===== config.mk =====
export PLATFORM = sky130hd
export DESIGN_NAME = ext_rst_ctrl
export DESIGN_NICKNAME = d
export VERILOG_FILES = /design/src/rtl/ext_rst_ctrl.sv
export SDC_FILE = /design/constraint.sdc
export NUM_CORES = 1
export LEC_CHECK = 0
export BUFFER_PORTS_ARGS = -buffer_cell sky130_fd_sc_hd__buf_2
export CAP_MARGIN = 5
export CORE_AREA = 2 2 39 41
export DETAILED_ROUTE_END_ITERATION = 16
export DIE_AREA = 0 0 41 43
export PLACE_DENSITY = 0.67
export SYNTH_ARGS = -nofsm -noshare
export SYNTH_HDL_FRONTEND = slang
export SYNTH_SLANG_ARGS = --single-unit

===== constraint.sdc =====
create_clock -name clk -period 1.9 [get_ports clk]
set_input_delay 0.38 -clock clk [delete_from_list [all_inputs] [get_ports clk]]
set_output_delay 0.38 -clock clk [all_outputs]
set_load 0.01 [all_outputs]

===== src/rtl/ext_rst_ctrl.sv =====
module ext_rst_ctrl #(
  parameter int SEQ_LEN = 16,
  localparam int CW = $clog2(SEQ_LEN + 1)
) (
  input  logic       clk,
  input  logic       por,
  input  logic       pin_in,
  input  logic [1:0] cfg_mode,
  input  logic       cfg_rise,
  output logic       sys_rst,
  output logic       seq_done,
  output logic       oe_en,
  output logic       nvm_keep
);
  localparam logic [1:0]    M_LEVEL = 2'b01;
  localparam logic [1:0]    M_EDGE  = 2'b10;
  localparam logic [CW-1:0] FULL    = CW'(SEQ_LEN);

  // shr[0] first sync stage, shr[1] synchronized level, shr[2] previous level
  logic [2:0]    shr;
  logic [1:0]    mode_q;
  logic          rise_q;
  logic          rst_q;
  logic [CW-1:0] cnt;

  wire pin_s    = shr[1];
  wire pin_p    = shr[2];
  wire idle     = (cnt == '0);
  wire lvl_hit  = (mode_q == M_LEVEL) && pin_s;
  wire edge_hit = (mode_q == M_EDGE) &&
                  (rise_q ? (pin_s && !pin_p) : (!pin_s && pin_p));
  wire trig     = lvl_hit || edge_hit;

  always_ff @(posedge clk or posedge por) begin
    if (por) begin
      shr    <= '0;
      mode_q <= '0;
      rise_q <= 1'b0;
      rst_q  <= 1'b0;
      cnt    <= FULL;
    end else begin
      shr   <= {shr[1:0], pin_in};
      rst_q <= trig;
      if (trig)
        cnt <= FULL;
      else if (!idle)
        cnt <= cnt - 1'b1;
      if (idle) begin
        mode_q <= cfg_mode;
        rise_q <= cfg_rise;
      end
    end
  end

  assign sys_rst  = por | rst_q;
  assign seq_done = ~por & idle;
  assign oe_en    = seq_done;
  assign nvm_keep = ~por;
endmodule


==> results of run 1 <==
-- final timing paths --
path                             start  endpoint  cells after the start
max in group asynchronous          por    cnt[4]                      3
worst min-delay path               por     rst_q                      3
worst min register to register  shr[0]    shr[1]                      0
min in group clk                pin_in    shr[0]                      1
worst max register to register  cnt[1]    cnt[1]                      6
worst max-delay path            cnt[1]     oe_en                      5
-- registers in the layout, summed over array words and instances, names as in the netlist --
signal,cells
cnt,5
mode_q,2
rise_q,1
rst_q,1
shr,3
-- power by group through the flow --
stage	logic, mW	registers [mW]	clock network (mW)
after global routing	0.581	0.465	0.227
after floorplan	0.312	0.427	0
after CTS	0.486	0.447	0.208
after detailed placement	0.391	0.448	0
final	0.524	0.451	0.204
after global placement	0.378	0.443	0
-- worst reg2reg max path, delay by kind of cell, from the launching register on --
kind	cells	cell delay, ps
AND/OR/NAND/NOR	2	630
flip-flops	1	400
buffers and inverters	2	270
adder cells (fa/ha/maj)	1	140
multiplexers	1	110
-- metrics by stage --
stage | util | setup TNS (ps)
after floorplan | - | 0
after global placement | 0.456 | 0
after detailed placement | 0.456 | 0
after CTS | 0.515 | -147
after global routing | 0.528 | -293
final | 0.528 | -157
-- final cells by class --
cell class | instances | area [um^2]
Sequential cell | 12 | 302
Timing Repair Buffer | 16 | 110
Clock buffer | 4 | 36.3
Inverter | 3 | 11.3
Tap cell | 16 | 20.0
Fill cell | 143 | 653
Multi-Input combinational cell | 36 | 251
-- layer usage --
metal	track usage	wire length, um	share of wire
met1	0.229	523	0.45
met2	0.244	589	0.51
met3	0.0314	35	0.030
met4	0.0800	15	0.013
met5	0	0	0
-- cells by family after synthesis --
logic type               Yosys count
flip-flops                        12
multiplexers                       1
XOR/XNOR                           1
adder cells (fa/ha/maj)            1
AO/OA/AOI/OAI                      5
buffers and inverters              5
AND/OR/NAND/NOR                   28
-- repair_timing --
action / in CTS / in global routing
endpoints found under the setup margin: 2 / 2
gates resized for setup: 5 / 3
pin swaps: 2 / 1
buffers inserted: 4 / 0
-- cell usage in the layout (no fill, tap or decap), types with 2 or more instances in the layout --
master	count
buf_2	7
nand2_1	11
dfrtp_1	11
buf_4	7
or2_2	2
inv_2	2
clkbuf_4	3
buf_6	2
nor2_1	2
nor3_1	3
a21oi_1	2
==> impl_metrics.json, run 1 <==
{
  "outcome": "finished, violations left",
  "violations": "setup timing",
  "synth_edf_count": 0,
  "worst_pin_slew_ps": 442,
  "leakagePower_nw": 0.358,
  "die_x_um": 41,
  "cts_tree": "built",
  "synth-compound-area-share": 0.0656,
  "worst_setup_path_end_kind": "output pin",
  "finalWirelength_mm": 1.16,
  "slew_violations": 0,
  "core_um2": 1380,
  "place_area_um2": 631,
  "muxShareOfSynthArea": 0.0181,
  "synth_cells": 53,
  "critical_path.top_delay_family": "simple AND/OR/NAND/NOR gates",
  "synthAdderAreaFrac": 0.0226,
  "grt_pass1_wl_mm": 1.93,
  "clock-skew-final_ps": 0.577,
  "die-area_um2": 1760,
  "hold_buffers": 0,
  "ys.flop_type": "dfrtp_1",
  "synth_area_per_cell_um2": 10.4,
  "clkPwrFrac": 0.173,
  "path_clk_slew_ps": 80,
  "switching_power_mw": 0.412,
  "antenna_found_initial": 0,
  "placedCellCount": 79,
  "netlist_top_cells_count": "dfrtp_1 (11), nand2_1 (11), inv_1 (3), nor2_1 (3), nor3_1 (3)",
  "seqPwrFrac": 0.383,
  "cp_max_fo": 2,
  "track_usage": 0.167,
  "gp_congestion": 0.691,
  "htreeDepth": 1,
  "synth_top_family_by_area": "simple AND/OR/NAND/NOR gates",
  "pre_cts_ws_ps": 115,
  "synth_fp_nets": 60,
  "cp.required_ps": 1520,
  "synth_xor_area_frac": 0.0158,
  "initial_core_util": 0.400,
  "ys_seq_area_frac": 0.545,
  "power_mw": 1.18,
  "ys_top_cells_by_area": "dfrtp_1 (50%), nand2_1 (7.5%), dfstp_2 (4.8%)",
  "synthSimpleGateAreaFrac": 0.290,
  "grt_remaining_overflow": 0,
  "die_h_um": 43,
  "r2r_setup_slack_ps": 240,
  "clockBufferDepth": 2,
  "portBuffers": 9,
  "timing.final.hold_violations": 0,
  "arrival_ps": 1600,
  "synth_area_um2": 553,
  "finalSetupViolCount": 2,
  "areaGrowthSynthToFinish_pct": 32.1,
  "vias_per_cell": 5.16,
  "crit_type": "reg -> out",
  "hpwl_um": 703,
  "drc": 0,
  "wl_per_cell_um": 13.4,
  "layout_setup_ws_ps": -78.8,
  "grt_pass1_vias": 447,
  "rsz0062_at_grt": "yes",
  "ioPinCount": 10,
  "min_period_ps": 1980,
  "n_antenna_cell": 0,
  "critPathMaxStageDelay_ps": 480,
  "combPwrFrac": 0.444,
  "cts-root-buf": "clkbuf_4",
  "yosys.area.top_type": "dfrtp_1",
  "yosys.cell_types.count": 25,
  "cp_num_buf_inv": 2,
  "async_flop_share": 1.00,
  "finalInstanceArea_um2": 731,
  "switching_share": 0.350,
  "numCtsBuffers": 3,
  "peakVddDrop_mv": 0.604,
  "slew_headroom": 0.704,
  "worstPathCellList": "inv_2 > ha_4 > or4b_4 > nor2_4 > buf_6",
  "final_nets": 79,
  "yosysTopAreaCellShare": 0.498,
  "worstSetupStartpointType": "flip-flop",
  "hold_ws_ps": 140,
  "drt_iter0_markers": 19,
  "final_antenna_net_count": 0,
  "intPower_mw": 0.767,
  "slowest_stage": "or4b_4",
  "cap_violations": 0,
  "clk_latency_ps": 270,
  "grt_max_degree": 13,
  "first_pass_iters": 4,
  "layout-drive-gt1-share": 0.451,
  "yosysWarnings": 0,
  "p_per_area_nw_per_um2": 1610,
  "finalNonFillerCells": 87,
  "core.rowCount": 14,
  "via_count": 449,
  "fmax_ghz": 0.505,
  "period_share": 1.04,
  "hp-class": "in -> async",
  "clock-sinks": 12,
  "synth_seq_cells": 12
}
No activity file was read; power rests on OpenSTA's default activity.
==> run 2, diff against run 1 <==
==> constraint.sdc (replaced) <==
create_clock -name clk -period 1.9 [get_ports clk]
set_input_delay 0 -clock clk [delete_from_list [all_inputs] [get_ports clk]]
set_output_delay 0 -clock clk [all_outputs]
set_load 0.01 [all_outputs]
==> run 2 against run 1 <==
The run now ends clean; worst hold slack better by 180 ps; sequential power is 0.9% lower; register-to-register slack hardly changed; fmax is 13% higher; die area stayed put; critical path type unchanged.
==> impl_metrics.json, run 2 (synthesized netlist as in run 1, its figures left out) <==
{
  "fin_setup_tns_ps": 0,
  "cts_tree": "built",
  "grt_use_met2": 0.163,
  "clock-sinks": 12,
  "clock-skew-final_ps": 2.04,
  "path_clk_slew_ps": 70,
  "worst_setup_path_end_kind": "output pin",
  "finalSetupViolCount": 0,
  "rr_worst_depth": 5,
  "fin_util": 0.512,
  "fmax_ghz": 0.569,
  "rr_endpoint": "cnt[1]",
  "vias_per_cell": 4.92,
  "met1_usage": 0.182,
  "cp_num_buf_inv": 2,
  "slew_violations": 0,
  "via_count": 423,
  "period_share": 0.925,
  "grt_remaining_overflow": 0,
  "gp_congestion": 0.758,
  "die_h_um": 43,
  "p_per_area_nw_per_um2": 1460,
  "reg_top3": "cnt: 5 flops, shr: 3 flops, mode_q: 2 flops",
  "timing.final.hold_violations": 0,
  "cp.required_ps": 1900,
  "leakagePower_nw": 0.349,
  "die_x_um": 41,
  "final_cell_mix": "nand2_1 (11), dfrtp_1 (11), buf_2 (9), dlygate4sd3_1 (5)",
  "ioPinCount": 10,
  "first_pass_iters": 4,
  "crit_type": "reg -> out",
  "drc": 0,
  "worstSetupStartpointType": "flip-flop",
  "grt_max_degree": 14,
  "antenna_found_initial": 0,
  "peakVddDrop_mv": 0.595,
  "clk_latency_ps": 270,
  "hpwl_um": 697,
  "cap_violations": 0,
  "portBuffers": 9,
  "final_nets": 78,
  "slowest_stage": "or4b_4",
  "use_met3": 0.0471,
  "grt_pass1_wl_mm": 1.47,
  "busiest_layer": "met1",
  "core.rowCount": 14,
  "top_register": "cnt",
  "layout-drive-gt1-share": 0.343,
  "rsz0062_at_grt": "no",
  "r2r_start": "cnt[0]",
  "largest_reg_flops": 5,
  "post_cts_buffers": 0,
  "critical_path.top_delay_family": "simple AND/OR/NAND/NOR gates",
  "htreeDepth": 1,
  "worst_pin_slew_ps": 451,
  "areaGrowthSynthToFinish_pct": 28.1,
  "arrival_ps": 1760,
  "drt_iter0_markers": 11,
  "initial_core_util": 0.400,
  "hp-class": "in -> async",
  "track_usage": 0.123,
  "final_antenna_net_count": 0,
  "power_mw": 1.04,
  "worstPathCellList": "inv_1 > ha_2 > or4b_4 > nor2_2 > buf_2",
  "cts-root-buf": "clkbuf_4",
  "slew_headroom": 0.699,
  "clockBufferDepth": 2,
  "min_period_ps": 1760,
  "numCtsBuffers": 3,
  "finalWirelength_um": 948,
  "core_um2": 1380,
  "critPathMaxStageDelay_ps": 530,
  "grt_pass1_vias": 347,
  "outcome": "complete, no violations",
  "r2r_setup_slack_ps": 240,
  "n_antenna_cell": 0,
  "crit_path_start": "cnt[0]",
  "cp_max_fo": 7,
  "die-area_um2": 1760,
  "wl_per_cell_um": 11.0
}
==> run 2: changes by cell type in the layout (fill, tap and decap cells not counted) <==
cell | previous run | this run
buf_2 | 7 | 9
buf_4 | 7 | 1
buf_6 | 2 | 0
dlygate4sd3_1 | 0 | 5
ha_2 | 0 | 1
ha_4 | 1 | 0
inv_1 | 1 | 3
inv_2 | 2 | 0
nor2_2 | 0 | 1
nor2_4 | 1 | 0
==> run 2: worst max-delay path by stage <==
stage          slack, ps        to  depth (start not counted)
6_report             140  seq_done                          5
5_1_grt               10     oe_en                          5
4_1_cts                3     oe_en                          5
3_5_place_dp         160    cnt[1]                          5
3_3_place_gp         210    cnt[1]                          5
2_1_floorplan        300    cnt[1]                          6
==> run 2: worst register-to-register path, cell delays in order (launching register included) <==
cell and delay, ps:
dfrtp_1 400, inv_1 100, ha_2 210, or4b_4 530, mux2i_1 140, nor3b_2 140
==> run 2: what timing repair did <==
action	CTS	global route
gates resized for setup	0	3
hold endpoints to repair	15	0
hold buffers	5	0
endpoints found under the setup margin	0	2
==> run 2: cell type report <==
| type | count | area, um^2 |
|---|---|---|
| Sequential cell | 12 | 302 |
| Tap cell | 16 | 20.0 |
| Timing Repair Buffer | 15 | 103 |
| Clock buffer | 4 | 36.3 |
| Inverter | 3 | 11.3 |
| Multi-Input combinational cell | 36 | 236 |
| Fill cell | 121 | 676 |
==> run 2: routing by layer <==
metal  share of wire  routed length (um)
met4               0                   0
met2            0.52                 491
met3           0.033                  31
met1            0.45                 424
met5               0                   0
==> run 2: metrics by stage <==
step                      std cells  hold WS [ps]  setup WS (ps)  cell area, um^2
after floorplan                  53          -102            300              553
after global placement           77          50.5            209              613
after detailed placement         77          53.8            156              613
after CTS                        86           315           3.03              699
after global routing             86           359           10.6              708
final                            86           325            143              708
==> run 2: where the power goes <==
part           internal (mW)  switching [mW]  total (mW)
logic                  0.210           0.186       0.396
clock network          0.116          0.0779       0.194
registers              0.363          0.0842       0.447
total                  0.689           0.348        1.04
